## config.mk

```make
export PLATFORM = sky130hd
export DESIGN_NAME = vp_run_ctrl
export DESIGN_NICKNAME = d
export VERILOG_FILES = /design/src/rtl/vprc_pkg.sv /design/src/rtl/vprc_decode.sv /design/src/rtl/vprc_runstate.sv /design/src/rtl/vprc_bases.sv /design/src/rtl/vp_run_ctrl.sv
export SDC_FILE = /design/constraint.sdc
export NUM_CORES = 1
export LEC_CHECK = 0
export BUFFER_PORTS_ARGS = -buffer_cell sky130_fd_sc_hd__buf_2
export CAP_MARGIN = 20
export CORE_UTILIZATION = 50
export CTS_BUF_LIST = sky130_fd_sc_hd__clkbuf_8
export DETAILED_ROUTE_END_ITERATION = 12
export PLACE_DENSITY = 0.81
export RECOVER_POWER = 50
export SYNTH_ARGS = -nofsm -noshare
export SYNTH_HDL_FRONTEND = slang
export SYNTH_SLANG_ARGS = --single-unit
```

## constraint.sdc

```tcl
create_clock -name clk -period 2.55 [get_ports clk]
set_input_delay 0.1275 -clock clk [delete_from_list [all_inputs] [get_ports clk]]
set_output_delay 0.1275 -clock clk [all_outputs]
set_load 0.01 [all_outputs]
```

## src/rtl/vprc_pkg.sv

```systemverilog
package vprc_pkg;

  // register select produced by the address decoder
  typedef enum logic [2:0] {
    RS_NONE,
    RS_LAUNCH,
    RS_HALT,
    RS_STATUS,
    RS_PEERIDX,
    RS_LOCAL,
    RS_PEER
  } regsel_e;

  // byte offsets of the register window
  localparam int unsigned OFS_LAUNCH  = 'h00;
  localparam int unsigned OFS_HALT    = 'h04;
  localparam int unsigned OFS_STATUS  = 'h08;
  localparam int unsigned OFS_PEERIDX = 'h0C;
  localparam int unsigned OFS_LOCAL   = 'h10;
  localparam int unsigned OFS_PEER    = 'h20;

endpackage

```

## src/rtl/vprc_decode.sv

```systemverilog
module vprc_decode
  import vprc_pkg::*;
#(
  parameter int unsigned ADDR_W = 8
) (
  input  logic [ADDR_W-1:0] addr,
  output regsel_e           sel
);

  always_comb begin
    if (addr == ADDR_W'(OFS_LAUNCH))       sel = RS_LAUNCH;
    else if (addr == ADDR_W'(OFS_HALT))    sel = RS_HALT;
    else if (addr == ADDR_W'(OFS_STATUS))  sel = RS_STATUS;
    else if (addr == ADDR_W'(OFS_PEERIDX)) sel = RS_PEERIDX;
    else if (addr == ADDR_W'(OFS_LOCAL))   sel = RS_LOCAL;
    else if (addr == ADDR_W'(OFS_PEER))    sel = RS_PEER;
    else                                   sel = RS_NONE;
  end

endmodule

```

## src/rtl/vprc_runstate.sv

```systemverilog
module vprc_runstate #(
  parameter int unsigned NUM_VP         = 4,
  parameter bit          START_VP0_ONLY = 1'b1
) (
  input  logic              clk,
  input  logic              rst_n,
  input  logic              launch_stb,
  input  logic              halt_stb,
  input  logic [NUM_VP-1:0] mask,
  output logic [NUM_VP-1:0] run_q,
  output logic [NUM_VP-1:0] pulse_q
);

  localparam logic [NUM_VP-1:0] RUN_INIT =
    START_VP0_ONLY ? NUM_VP'(1) : {NUM_VP{1'b1}};

  logic [NUM_VP-1:0] set_m, clr_m, run_nxt, pulse_nxt;
  logic              upd_en;

  always_comb begin
    set_m     = launch_stb ? mask : '0;
    clr_m     = halt_stb   ? mask : '0;
    // halt wins over launch for the same VP
    run_nxt   = (run_q | set_m) & ~clr_m;
    pulse_nxt = run_nxt & ~run_q;
    upd_en    = launch_stb | halt_stb | (|pulse_q);
  end

  always_ff @(posedge clk or negedge rst_n) begin
    if (!rst_n) begin
      run_q   <= RUN_INIT;
      pulse_q <= '0;
    end else if (upd_en) begin
      run_q   <= run_nxt;
      pulse_q <= pulse_nxt;
    end
  end

  for (genvar i = 0; i < NUM_VP; i++) begin : g_chk
    // a rising run enable comes with its reset pulse
    p_pulse_on_rise_r4: assert property (@(posedge clk) disable iff (!rst_n)
      $rose(run_q[i]) |-> pulse_q[i]);
    // the pulse lasts a single cycle
    p_pulse_single_r4: assert property (@(posedge clk) disable iff (!rst_n)
      pulse_q[i] |=> !pulse_q[i]);
    // running starts only after a launch command for that VP
    p_rise_needs_cmd_r2: assert property (@(posedge clk) disable iff (!rst_n)
      $rose(run_q[i]) |-> $past(launch_stb && mask[i]));
    // halt command stops the VP
    p_halt_clears_r3: assert property (@(posedge clk) disable iff (!rst_n)
      (halt_stb && mask[i]) |=> !run_q[i]);
    // launching a running VP yields no pulse
    p_no_repulse_r5: assert property (@(posedge clk) disable iff (!rst_n)
      (run_q[i] && !halt_stb) |=> !pulse_q[i]);
  end

endmodule

```

## src/rtl/vprc_bases.sv

```systemverilog
module vprc_bases #(
  parameter int unsigned NUM_VP     = 4,
  parameter int unsigned DATA_W     = 32,
  parameter int unsigned SEL_W      = 2,
  parameter int unsigned ALIGN_BITS = 12,
  parameter logic [DATA_W-1:0] DEF_BASE = 32'h0000_1000
) (
  input  logic                     clk,
  input  logic                     rst_n,
  input  logic [SEL_W-1:0]         src,
  input  logic                     wr_local,
  input  logic                     wr_peer,
  input  logic                     wr_idx,
  input  logic [DATA_W-1:0]        wdata,
  output logic [NUM_VP*DATA_W-1:0] base_flat,
  output logic [DATA_W-1:0]        own_base,
  output logic [DATA_W-1:0]        peer_base,
  output logic [SEL_W-1:0]         own_idx
);

  localparam logic [DATA_W-1:0] ALIGN_MASK = ~((DATA_W'(1) << ALIGN_BITS) - DATA_W'(1));

  logic [DATA_W-1:0] base_q [NUM_VP];
  logic [SEL_W-1:0]  idx_q  [NUM_VP];
  logic [SEL_W-1:0]  tgt;
  logic [NUM_VP-1:0] base_we, idx_we;

  always_comb begin
    own_idx   = '0;
    own_base  = '0;
    for (int k = 0; k < NUM_VP; k++) begin
      if (src == SEL_W'(k)) begin
        own_idx  = idx_q[k];
        own_base = base_q[k];
      end
    end
    tgt       = own_idx;
    peer_base = '0;
    for (int k = 0; k < NUM_VP; k++) begin
      if (tgt == SEL_W'(k)) peer_base = base_q[k];
    end
  end

  for (genvar i = 0; i < NUM_VP; i++) begin : g_vp
    logic [DATA_W-1:0] base_nxt;
    logic [SEL_W-1:0]  idx_nxt;

    always_comb begin
      base_we[i] = (wr_local && src == SEL_W'(i)) || (wr_peer && tgt == SEL_W'(i));
      idx_we[i]  = wr_idx && src == SEL_W'(i);
      base_nxt   = wdata & ALIGN_MASK;
      idx_nxt    = wdata[SEL_W-1:0];
    end

    always_ff @(posedge clk or negedge rst_n) begin
      if (!rst_n)          base_q[i] <= DEF_BASE & ALIGN_MASK;
      else if (base_we[i]) base_q[i] <= base_nxt;
    end

    always_ff @(posedge clk or negedge rst_n) begin
      if (!rst_n)         idx_q[i] <= '0;
      else if (idx_we[i]) idx_q[i] <= idx_nxt;
    end

    assign base_flat[i*DATA_W +: DATA_W] = base_q[i];

    // a base only changes on a write aimed at it
    p_base_hold_r10: assert property (@(posedge clk) disable iff (!rst_n)
      !base_we[i] |=> $stable(base_q[i]));
    // a base written through either window is stored aligned
    p_base_aligned_r8: assert property (@(posedge clk) disable iff (!rst_n)
      base_we[i] |=> (base_q[i] == ($past(wdata) & ALIGN_MASK)));
  end

endmodule

```

## src/rtl/vp_run_ctrl.sv

```systemverilog
module vp_run_ctrl
  import vprc_pkg::*;
#(
  parameter int unsigned NUM_VP         = 4,
  parameter int unsigned ADDR_W         = 8,
  parameter int unsigned DATA_W         = 32,
  parameter int unsigned ALIGN_BITS     = 12,
  parameter bit          START_VP0_ONLY = 1'b1,
  parameter logic [DATA_W-1:0] DEF_BASE = 32'h0000_1000,
  parameter int unsigned SEL_W          = (NUM_VP > 1) ? $clog2(NUM_VP) : 1
) (
  input  logic                     clk,
  input  logic                     rst_n,
  input  logic                     bus_req,
  input  logic                     bus_we,
  input  logic [ADDR_W-1:0]        bus_addr,
  input  logic [DATA_W-1:0]        bus_wdata,
  input  logic [SEL_W-1:0]         bus_src,
  output logic [DATA_W-1:0]        bus_rdata,
  output logic                     bus_rvalid,
  output logic [NUM_VP-1:0]        vp_run,
  output logic [NUM_VP-1:0]        vp_rst_pulse,
  output logic [NUM_VP*DATA_W-1:0] vp_base
);

  regsel_e           sel;
  logic              wr, rd;
  logic [DATA_W-1:0] own_base, peer_base, rdata_nxt, rdata_q;
  logic [SEL_W-1:0]  own_idx;
  logic              rvalid_q;

  vprc_decode #(.ADDR_W(ADDR_W)) u_dec (
    .addr (bus_addr),
    .sel  (sel)
  );

  always_comb begin
    wr = bus_req &&  bus_we;
    rd = bus_req && !bus_we;
  end

  vprc_runstate #(
    .NUM_VP         (NUM_VP),
    .START_VP0_ONLY (START_VP0_ONLY)
  ) u_run (
    .clk        (clk),
    .rst_n      (rst_n),
    .launch_stb (wr && sel == RS_LAUNCH),
    .halt_stb   (wr && sel == RS_HALT),
    .mask       (bus_wdata[NUM_VP-1:0]),
    .run_q      (vp_run),
    .pulse_q    (vp_rst_pulse)
  );

  vprc_bases #(
    .NUM_VP     (NUM_VP),
    .DATA_W     (DATA_W),
    .SEL_W      (SEL_W),
    .ALIGN_BITS (ALIGN_BITS),
    .DEF_BASE   (DEF_BASE)
  ) u_base (
    .clk       (clk),
    .rst_n     (rst_n),
    .src       (bus_src),
    .wr_local  (wr && sel == RS_LOCAL),
    .wr_peer   (wr && sel == RS_PEER),
    .wr_idx    (wr && sel == RS_PEERIDX),
    .wdata     (bus_wdata),
    .base_flat (vp_base),
    .own_base  (own_base),
    .peer_base (peer_base),
    .own_idx   (own_idx)
  );

  // read multiplexer; write-only and unmapped offsets return zero
  always_comb begin
    unique case (sel)
      RS_STATUS:  rdata_nxt = DATA_W'(vp_run);
      RS_PEERIDX: rdata_nxt = DATA_W'(own_idx);
      RS_LOCAL:   rdata_nxt = own_base;
      RS_PEER:    rdata_nxt = peer_base;
      default:    rdata_nxt = '0;
    endcase
  end

  always_ff @(posedge clk or negedge rst_n) begin
    if (!rst_n) rdata_q <= '0;
    else if (rd) rdata_q <= rdata_nxt;
  end

  always_ff @(posedge clk or negedge rst_n) begin
    if (!rst_n) rvalid_q <= 1'b0;
    else        rvalid_q <= rd;
  end

  assign bus_rdata  = rdata_q;
  assign bus_rvalid = rvalid_q;

  // every read is answered in the following cycle, and only reads are
  p_rvalid_r6: assert property (@(posedge clk) disable iff (!rst_n)
    rd |=> bus_rvalid);
  p_rvalid_only_r6: assert property (@(posedge clk) disable iff (!rst_n)
    !rd |=> !bus_rvalid);
  // launch and halt offsets read back as zero
  p_wo_zero_r7: assert property (@(posedge clk) disable iff (!rst_n)
    (rd && (sel == RS_LAUNCH || sel == RS_HALT)) |=> (bus_rdata == '0));
  // base and selector writes do not touch the run state
  p_cfg_no_run_r10: assert property (@(posedge clk) disable iff (!rst_n)
    (wr && (sel == RS_LOCAL || sel == RS_PEER || sel == RS_PEERIDX)) |=> $stable(vp_run));

endmodule

```

==> results of run 1 <==
## cell families after synthesis
| group | count (synthesis) |
|---|---|
| AOI/OAI and AO/OA | 131 |
| muxes | 54 |
| and+or+nand+nor | 123 |
| DFF | 121 |
| other | 1 |
| buffers and inverters | 104 |
## where the power goes
group | internal (mW) | switching (mW)
combinational | 0.126 | 0.208
sequential | 1.94 | 0.0245
clock | 0.851 | 0.755
## worst max-delay path, cell delays in order (launching register included)
cell and delay, ns:
dfrtp_1 0.40, mux4_2 0.50, buf_4 0.22, and4b_1 0.23
a31oi_2 0.15, nand2b_2 0.48, o2bb2ai_1 0.18
## repair_timing
action	in CTS	in global routing
hold buffers	26	0
buffers inserted	0	0
resized for setup	0	0
hold endpoints to repair	106	0
## through the flow
stage               cell area [µm²]  cells  util [%]
finish                         7630    892     62.74
global placement               7074    835     58.17
floorplan                      6514    589         -
CTS                            7704    892     63.34
detailed placement             7074    835     58.17
global route                   7630    892     62.74
## synth_stat cells (all sizes together), types with 4 or more instances
library cell	n	area (µm²)
dfrtp	116	2903
buf	78	558.0
o2bb2ai	60	525.5
nand2	49	183.9
mux2	29	334.1
mux4	23	518.0
clkbuf	22	82.58
a211oi	20	150.1
nand3	20	100.1
nor2b	20	125.1
o211ai	20	150.1
o221ai	20	175.2
nand2b	8	52.55
a22o	6	52.55
nor2	6	22.52
dfstp	5	131.4
inv	4	15.01
nor3	4	20.02
## state kept, by name (all words and copies together), names as in the netlist
| register | flops |
|---|---|
| bus_rdata | 24 |
| u_base.idx_q | 8 |
| u_run.run_q | 4 |
| u_run.pulse_q | 4 |
| bus_rvalid | 1 |
| u_base.base_flat | 80 |
## area by class of cell
type / count / area, µm² / area share, %
Clock buffer: 21 / 289.0 / 3.788
Clock inverter: 10 / 80.08 / 1.050
Inverter: 4 / 15.01 / 0.1968
Multi-Input combinational cell: 364 / 2839 / 37.21
Sequential cell: 121 / 3034 / 39.77
Tap cell: 168 / 210.2 / 2.755
Timing Repair Buffer: 204 / 1162 / 15.23
## worst max path at each step
stage | end | from | slack, ns | depth (start not counted)
floorplan | u_base.base_flat[77]$_DFFE_PN0P_ | u_base.idx_q[0]$_DFFE_PN0P_ | 0.75 | 6
global placement | u_base.base_flat[61]$_DFFE_PN0P_ | u_base.idx_q[1]$_DFFE_PN0P_ | 0.35 | 6
detailed placement | u_base.base_flat[60]$_DFFE_PN0P_ | u_base.idx_q[0]$_DFFE_PN0P_ | 0.32 | 6
CTS | u_base.base_flat[56]$_DFFE_PN0P_ | u_base.idx_q[0]$_DFFE_PN0P_ | 0.31 | 6
global route | u_base.base_flat[83]$_DFFE_PN0P_ | rst_n | 0.14 | 3
finish | u_base.base_flat[60]$_DFFE_PN0P_ | u_base.idx_q[0]$_DFFE_PN0P_ | 0.30 | 6
## routing by layer
metal / up-vias / part of all wire (%) / global-route usage, %
li1: 2274 / - / -
met1: 2559 / 41 / 37.73
met2: 333 / 48 / 46.59
met5: - / 0 / 0
met3: 34 / 9.6 / 6.829
met4: 0 / 1.9 / 11.00
## cells in the final DEF, fill, tap and decap left out, drive strengths merged
| master | count |
|---|---|
| o21ai | 1 |
| buf | 123 |
| dfrtp | 116 |
| mux2i | 2 |
| and2 | 1 |
| dlygate4sd3 | 26 |
| o221ai | 20 |
| clkbuf | 76 |
| mux2 | 29 |
| o211ai | 20 |
| conb | 56 |
| and4bb | 1 |
| and4 | 1 |
| nor4b | 1 |
| nor3 | 4 |
| and3b | 1 |
| clkinv | 1 |
| dfstp | 5 |
| nand2 | 49 |
| o2bb2ai | 60 |
| nand4 | 1 |
| and3 | 3 |
| mux4 | 23 |
| a31oi | 2 |
| clkinvlp | 4 |
| bufinv | 1 |
| nor2b | 20 |
| a21oi | 1 |
| a211oi | 20 |
| nor4 | 1 |
| inv | 8 |
| o21a | 1 |
| nand3 | 20 |
| and4b | 2 |
| nor3b | 3 |
| a22o | 6 |
| nor2 | 6 |
| nand2b | 8 |
| or3 | 1 |
==> impl_metrics.ini, run 1 <==
[global_routing]
antenna_found_initial = 0
grt_pass1_wl_um = 27780
grt_max_degree = 61
grt_pass1_vias = 5137
grt_overflow = 0
grt_usage_pct = 28.77

[synth]
synth_top_family_by_area = compound AO/OA/AOI/OAI gates
async_flop_share_pct = 100.0
ys_warn_count = 0
synthSimpleGateAreaFrac_pct = 10.37
synth-edff-count = 0
ys_ff_latch = 121
synth_cell_type_count = 42
synth_area_per_cell_um2 = 11.81
ys_seq_area_share_pct = 48.11
synth-xor-area-share_pct = 0
synth-compound-area-share_pct = 17.24
synth_fa_ha_area_share_pct = 0
muxShareOfSynthArea_pct = 13.83
synthCells = 534
syn-cell-area_um2 = 6307
synth_top_flop_cell = dfrtp_1

[final_layout]
layout.nets = 758
num-fill-cells = 1000
n_antenna_cell = 0
drive_above_1_share_pct = 27.07
synthToLayoutAreaGrowth_pct = 20.97

[timing]
relSlewSlack_pct = -33.50
tns_ns = 0
finalHoldWorstSlack_ns = 0.1576
post-route-period-util_pct = 88.14
skew_ns = 0.01460
rsz0062_at_grt = no
maxSlewViolCount = 34
timing.final.ws_setup_ns = 0.3025
setup_viol = 0
hold_viol = 0
tightest_slew_ns = 2.003
min_period_ns = 2.248
max_freq_mhz = 444.9

[placed_design]
portBuffers = 150
pre_cts_slack_ns = 0.3212
gp_congestion = 0.8722
hpwl_um = 11730

[power_and_ir_drop]
p_per_area_nw_per_um2 = 512.1
peakVddDrop_mv = 0.3749
leakage_nw = 3.548
power.total_mw = 3.907

[detailed_routing]
vias = 5200
ant_nets = 0
drtIter0Drc = 437
wl_per_cell_um = 20.08
drc = 0
wirelength_um = 17910
avgViaCountPerCell = 5.830
drt_first_pass_iters = 7

[clocking]
cts_tree = done
clkSinkCount = 121
cts.htree.levels = 4
cts_root_buf = clkbuf_8
numCtsBuffers = 17
path_clk_slew_ns = 0.07
insertion_delay_ns = 0.45
clockBufferDepth = 2

[floorplan]
core_um2 = 12160
ioPinCount = 215
initial_core_util_pct = 51.86
die_y_um = 114.3
die_w_um = 114.3
die_area_um2 = 13070
row_count = 40

[worst_setup_path]
cp_max_fo = 20
critical_path_class = reg -> reg
endpoint_kind = flop
worst_setup_path_start_kind = flop
regToRegSetupSlack_ns = 0.30
worstPathArrival_ns = 2.61
worstReg2RegEnd = u_base.base_flat[60]$_DFFE_PN0P_
r2r_start = u_base.idx_q[0]$_DFFE_PN0P_
worst_ep_required_time_ns = 2.91
r2r.worst_path.cells = 6

[run_status]
violations = max-capacitance violations, max-slew violations
status = complete, but fails checks

[hold_path]
whs_endpoint = bus_rdata[0]$_DFFE_PN0P_
hold_class = in -> reg
min_delay_path_depth = 4
hold_start = bus_addr[3]

[run]
max-cap-violations = 1
Note: power is estimated with default switching activity, not from simulation.
==> run 2, diff against run 1 <==
- CELL_PAD_IN_SITES_DETAIL_PLACEMENT: default -> 0
- CELL_PAD_IN_SITES_GLOBAL_PLACEMENT: default -> 1
- CORE_UTILIZATION: 50 -> 40
- PLACE_DENSITY: 0.81 -> 0.83
==> impl_metrics.ini, run 2 (synthesis gave the netlist of run 1 again) <==
[final_layout]
final_cell_count_no_fill = 935
synthToLayoutAreaGrowth_pct = 23.05
layout.nets = 757
num-fill-cells = 1424
most-common-layout-cells = dfrtp_1 (116), buf_2 (96), o2bb2ai_1 (60), conb_1 (56), clkbuf_1 (54)
drive_above_1_share_pct = 27.49
largest_reg_flops = 80
layout_commonest_cell = dfrtp_1
n_antenna_cell = 0

[clocking]
numCtsBuffers = 17
insertion_delay_ns = 0.45
path_clk_slew_ns = 0.07
clkSinkCount = 121
cts_root_buf = clkbuf_8
cts_resized = 0
cts_tree = done
cts.htree.levels = 4
clockBufferDepth = 2

[run_status]
violations = max-capacitance violations, max-slew violations
status = complete, but fails checks

[timing]
relSlewSlack_pct = -11.58
max_freq_mhz = 415.3
hold_viol = 0
timing.final.ws_setup_ns = 0.1420
maxSlewViolCount = 122
setup_viol = 0
min_period_ns = 2.408
tns_ns = 0
rsz0062_at_grt = no
post-route-period-util_pct = 94.43
skew_ns = 0.008248
tightest_slew_ns = 1.674

[run]
max-cap-violations = 1

[global_routing]
antenna_found_initial = 0
grt_overflow = 0
grt_usage_pct = 24.24
grt_pass1_wl_um = 29330
grt_pass1_vias = 5170
grt_max_degree = 122

[power_and_ir_drop]
combPwrFrac_pct = 7.6
peakVddDrop_mv = 0.2852
p_int_mw = 3.300
p_sw_share_pct = 23.57
p_per_area_nw_per_um2 = 556.3
switching_power_mw = 1.018
leakage_nw = 3.591
power.total_mw = 4.318
power_frac_clock_pct = 46.8
pwr-share-seq_pct = 45.6

[worst_setup_path]
cp_top_family = simple AND/OR/NAND/NOR gates
r2r.worst_path.cells = 7
worstPathArrival_ns = 2.73
path_cells = dlygate4sd3_1, buf_2, nor4b_1, nand2_1, nor2_1, o21a_1, buf_4, mux2_1
worst_setup_path_start_kind = input port
crit_slowest_cell = nor4b_1
regToRegSetupSlack_ns = 0.42
cp_max_fo = 13
worst_ep_required_time_ns = 2.88
endpoint_kind = flop
worstReg2RegEnd = u_base.base_flat[110]$_DFFE_PN0P_
critical_path_class = in -> reg
max_stage_delay_ns = 0.72
critPathBufInv = 3
r2r_start = u_base.idx_q[7]$_DFFE_PN0P_

[placed_design]
pre_cts_slack_ns = 0.3719
dp.cells = 877
gp_congestion = 0.8137
hpwl_um = 12090
portBuffers = 150

[detailed_routing]
ant_nets = 0
drt_first_pass_iters = 6
met3WireLength_um = 1658
top_layer = met4
met1_length_um = 7538
drc = 0
drtIter0Drc = 539
avgViaCountPerCell = 5.619
wirelength_um = 19010
wl_per_cell_um = 20.33
met2WireLength_um = 9400
vias = 5254

[floorplan]
ioPinCount = 215
row_count = 45
die_y_um = 127.6
die_area_um2 = 16270
die_w_um = 127.6
core_um2 = 15310
initial_core_util_pct = 41.18

[hold_path]
whs_endpoint = bus_rdata[1]$_DFFE_PN0P_
min_delay_path_depth = 4
hold_start = bus_addr[3]
hold_class = in -> reg
[run 2: repair_timing]
item | 4_1_cts | 5_1_grt
hold buffers | 26 | 0
endpoints found under the hold margin | 203 | 0
buffers inserted | 0 | 0
[run 2: worst max-delay path by stage]
stage | startpoint | slack (ns) | endpoint | cells past startpoint
after global placement | bus_addr[2] | 0.45 | u_base.base_flat[78]$_DFFE_PN0P_ | 7
final | bus_addr[2] | 0.14 | u_base.base_flat[77]$_DFFE_PN0P_ | 8
after global routing | bus_addr[2] | 0.10 | u_base.base_flat[88]$_DFFE_PN0P_ | 8
after floorplan | u_base.idx_q[0]$_DFFE_PN0P_ | 0.75 | u_base.base_flat[77]$_DFFE_PN0P_ | 6
after detailed placement | bus_addr[7] | 0.37 | u_base.base_flat[80]$_DFFE_PN0P_ | 7
after CTS | bus_addr[2] | 0.31 | u_base.base_flat[77]$_DFFE_PN0P_ | 8
[run 2: cell type report]
cell class,instances,area (µm²),share of cell area [%]
clock buffer,20,275.3,3.547
clock inverter,12,195.2,2.515
inverter,4,15.01,0.1935
multi-input combinational,364,2819,36.32
sequential,121,3034,39.09
tap,211,264.0,3.402
timing repair buffer,203,1159,14.93
[run 2: metal layers]
layer | vias up | track usage, %
met5 | - | 0
met4 | 0 | 9.758
met3 | 40 | 6.575
met2 | 319 | 40.24
met1 | 2629 | 30.05
li1 | 2266 | -
[run 2: through the flow]
| step | utilization [%] | hold slack, ns | instance area [µm²] |
|---|---|---|---|
| 2_1_floorplan | - | -0.1681 | 6514 |
| 3_3_place_gp | 46.58 | 0.2676 | 7133 |
| 3_5_place_dp | 46.58 | 0.2833 | 7133 |
| 4_1_cts | 51.35 | 0.1240 | 7864 |
| 5_1_grt | 50.68 | 0.1528 | 7761 |
| 6_report | 50.68 | 0.1525 | 7761 |
[run 2: worst min-delay path: stages]
cell and delay [ns]:
buf_2 0.13, nand2_1 0.08, nor2_1 0.06, a22o_1 0.17
[run 2: power by group through the flow]
stage / sequential [mW] / combinational [mW] / clock [mW]
final: 1.97 / 0.330 / 2.02
after global routing: 1.97 / 0.362 / 2.14
after global placement: 2.00 / 0.298 / 0
after CTS: 1.97 / 0.337 / 2.05
after detailed placement: 2.00 / 0.305 / 0
after floorplan: 2.01 / 0.213 / 0
==> run 3, diff against run 2 <==
- REMOVE_ABC_BUFFERS: default -> 1
==> impl_metrics.ini, run 3 (synthesis gave the netlist of run 1 again) <==
[worst_setup_path]
worst_setup_path_start_kind = input port
worst_ep_required_time_ns = 2.86
crit_slowest_cell = nor4b_1
endpoint_kind = flop
path_cells = dlygate4sd3_1, buf_2, nor4b_1, and4b_1, a31oi_4, nand2b_2, o2bb2ai_1
critical_path_class = in -> reg
max_stage_delay_ns = 0.60
cp_max_fo = 20
worstPathArrival_ns = 2.64

[detailed_routing]
wirelength_um = 19280
vias = 5274
ant_nets = 0
drt_first_pass_iters = 5
drtIter0Drc = 429
avgViaCountPerCell = 5.677
drc = 0
wl_per_cell_um = 20.75

[clocking]
insertion_delay_ns = 0.44
clockBufferDepth = 2
numCtsBuffers = 17
path_clk_slew_ns = 0.07
cts.htree.levels = 4
clkSinkCount = 121
cts_resized = 0
post-cts-setup-buffer-count = 0
postCtsHoldBufs = 26
cts_root_buf = clkbuf_8
cts_tree = done

[floorplan]
core_um2 = 15310
row_count = 45
die_y_um = 127.6
ioPinCount = 215
die_area_um2 = 16270
initial_core_util_pct = 41.18
die_w_um = 127.6

[global_routing]
grt_max_degree = 54
grt_pass1_vias = 5234
grt_usage_pct = 24.16
antenna_found_initial = 0
grt_pass1_wl_um = 29190
grt_overflow = 0

[final_layout]
largest_reg_flops = 80
layout_commonest_cell = dfrtp_1
n_antenna_cell = 0
synthToLayoutAreaGrowth_pct = 19.60
finalInstanceArea_um2 = 7543
fin_util_pct = 49.26
final_cell_count_no_fill = 929
most-common-layout-cells = dfrtp_1 (116), clkbuf_1 (98), o2bb2ai_1 (60), conb_1 (56), buf_2 (52)
layout.nets = 755
drive_above_1_share_pct = 20.33

[timing]
min_period_ns = 2.326
hold_viol = 0
setup_viol = 0
finalHoldWorstSlack_ns = 0.1682
relSlewSlack_pct = 9.728
post-route-period-util_pct = 91.22
max_freq_mhz = 429.9
skew_ns = 0.009078
rsz0062_at_grt = no
maxSlewViolCount = 0
tightest_slew_ns = 1.354

[run_status]
status = finished clean

[placed_design]
postPlaceCellArea_um2 = 7123
portBuffers = 150
gp_congestion = 0.8162
hpwl_um = 12650
dp.cells = 875

[power_and_ir_drop]
p_per_area_nw_per_um2 = 496.7
leakage_nw = 3.329
peakVddDrop_mv = 0.2818

[hold_path]
hold_class = in -> reg

[run]
max-cap-violations = 0
[run 3: cell types whose count changed in the layout (fill, tap and decap cells not counted), moves of 2 or more]
cell / delta
buf_2: -44
bufinv_16: -5
clkinv_4: -2
a31oi_2: -2
clkbuf_1: +44
inv_1: +3
a31oi_4: +2
[run 3: through the flow]
stage | setup TNS [ns] | setup WS, ns | total power, mW
2_1_floorplan | -17.17 | -0.4518 | 2.132
3_3_place_gp | 0 | 0.3034 | 2.297
3_5_place_dp | 0 | 0.2672 | 2.307
4_1_cts | 0 | 0.2550 | 3.785
5_1_grt | 0 | 0.09671 | 3.899
6_report | 0 | 0.2240 | 3.747
[run 3: final timing paths]
path / to / startpoint / slack [ns] / depth (start not counted)
max: u_base.base_flat[56]$_DFFE_PN0P_ / bus_addr[2] / 0.22 / 7
min: bus_rdata[0]$_DFFE_PN0P_ / bus_addr[3] / 0.17 / 4
max reg2reg: u_base.base_flat[56]$_DFFE_PN0P_ / u_base.idx_q[0]$_DFFE_PN0P_ / 0.23 / 5
min reg2reg: u_run.pulse_q[2]$_DFFE_PN0P_ / u_run.run_q[2]$_DFFE_PN0P_ / 0.50 / 1
max in group asynchronous: u_base.idx_q[5]$_DFFE_PN0P_ / rst_n / 0.48 / 3
min in group asynchronous: u_base.base_flat[48]$_DFFE_PN0P_ / rst_n / 0.55 / 2
[run 3: metal layers]
metal	vias to the layer above	routed length (µm)	track usage, %	part of all wire (%)
li1	2251	-	-	-
met1	2674	7732	30.36	40
met3	35	1696	6.240	8.8
met2	314	9373	39.95	49
met4	0	472	9.550	2.4
met5	-	0	0	0
[run 3: cell type report]
type	count	area [µm²]
clock inverter	7	31.28
timing repair buffer	201	1074
multi-input combinational	364	2836
fill	1460	7771
inverter	4	15.01
clock buffer	21	289.0
sequential	121	3034
tap	211	264.0
[run 3: power by group]
| part | switching, mW | internal [mW] |
|---|---|---|
| registers | 0.0243 | 1.94 |
| clock network | 0.718 | 0.735 |
| logic | 0.209 | 0.117 |
[run 3: worst max-delay path: cells and delay by family]
family                 cells  cell delay [ns]
AOI/OAI and AO/OA          2             0.30
buffers and inverters      2             0.75
and+or+nand+nor            3             1.45
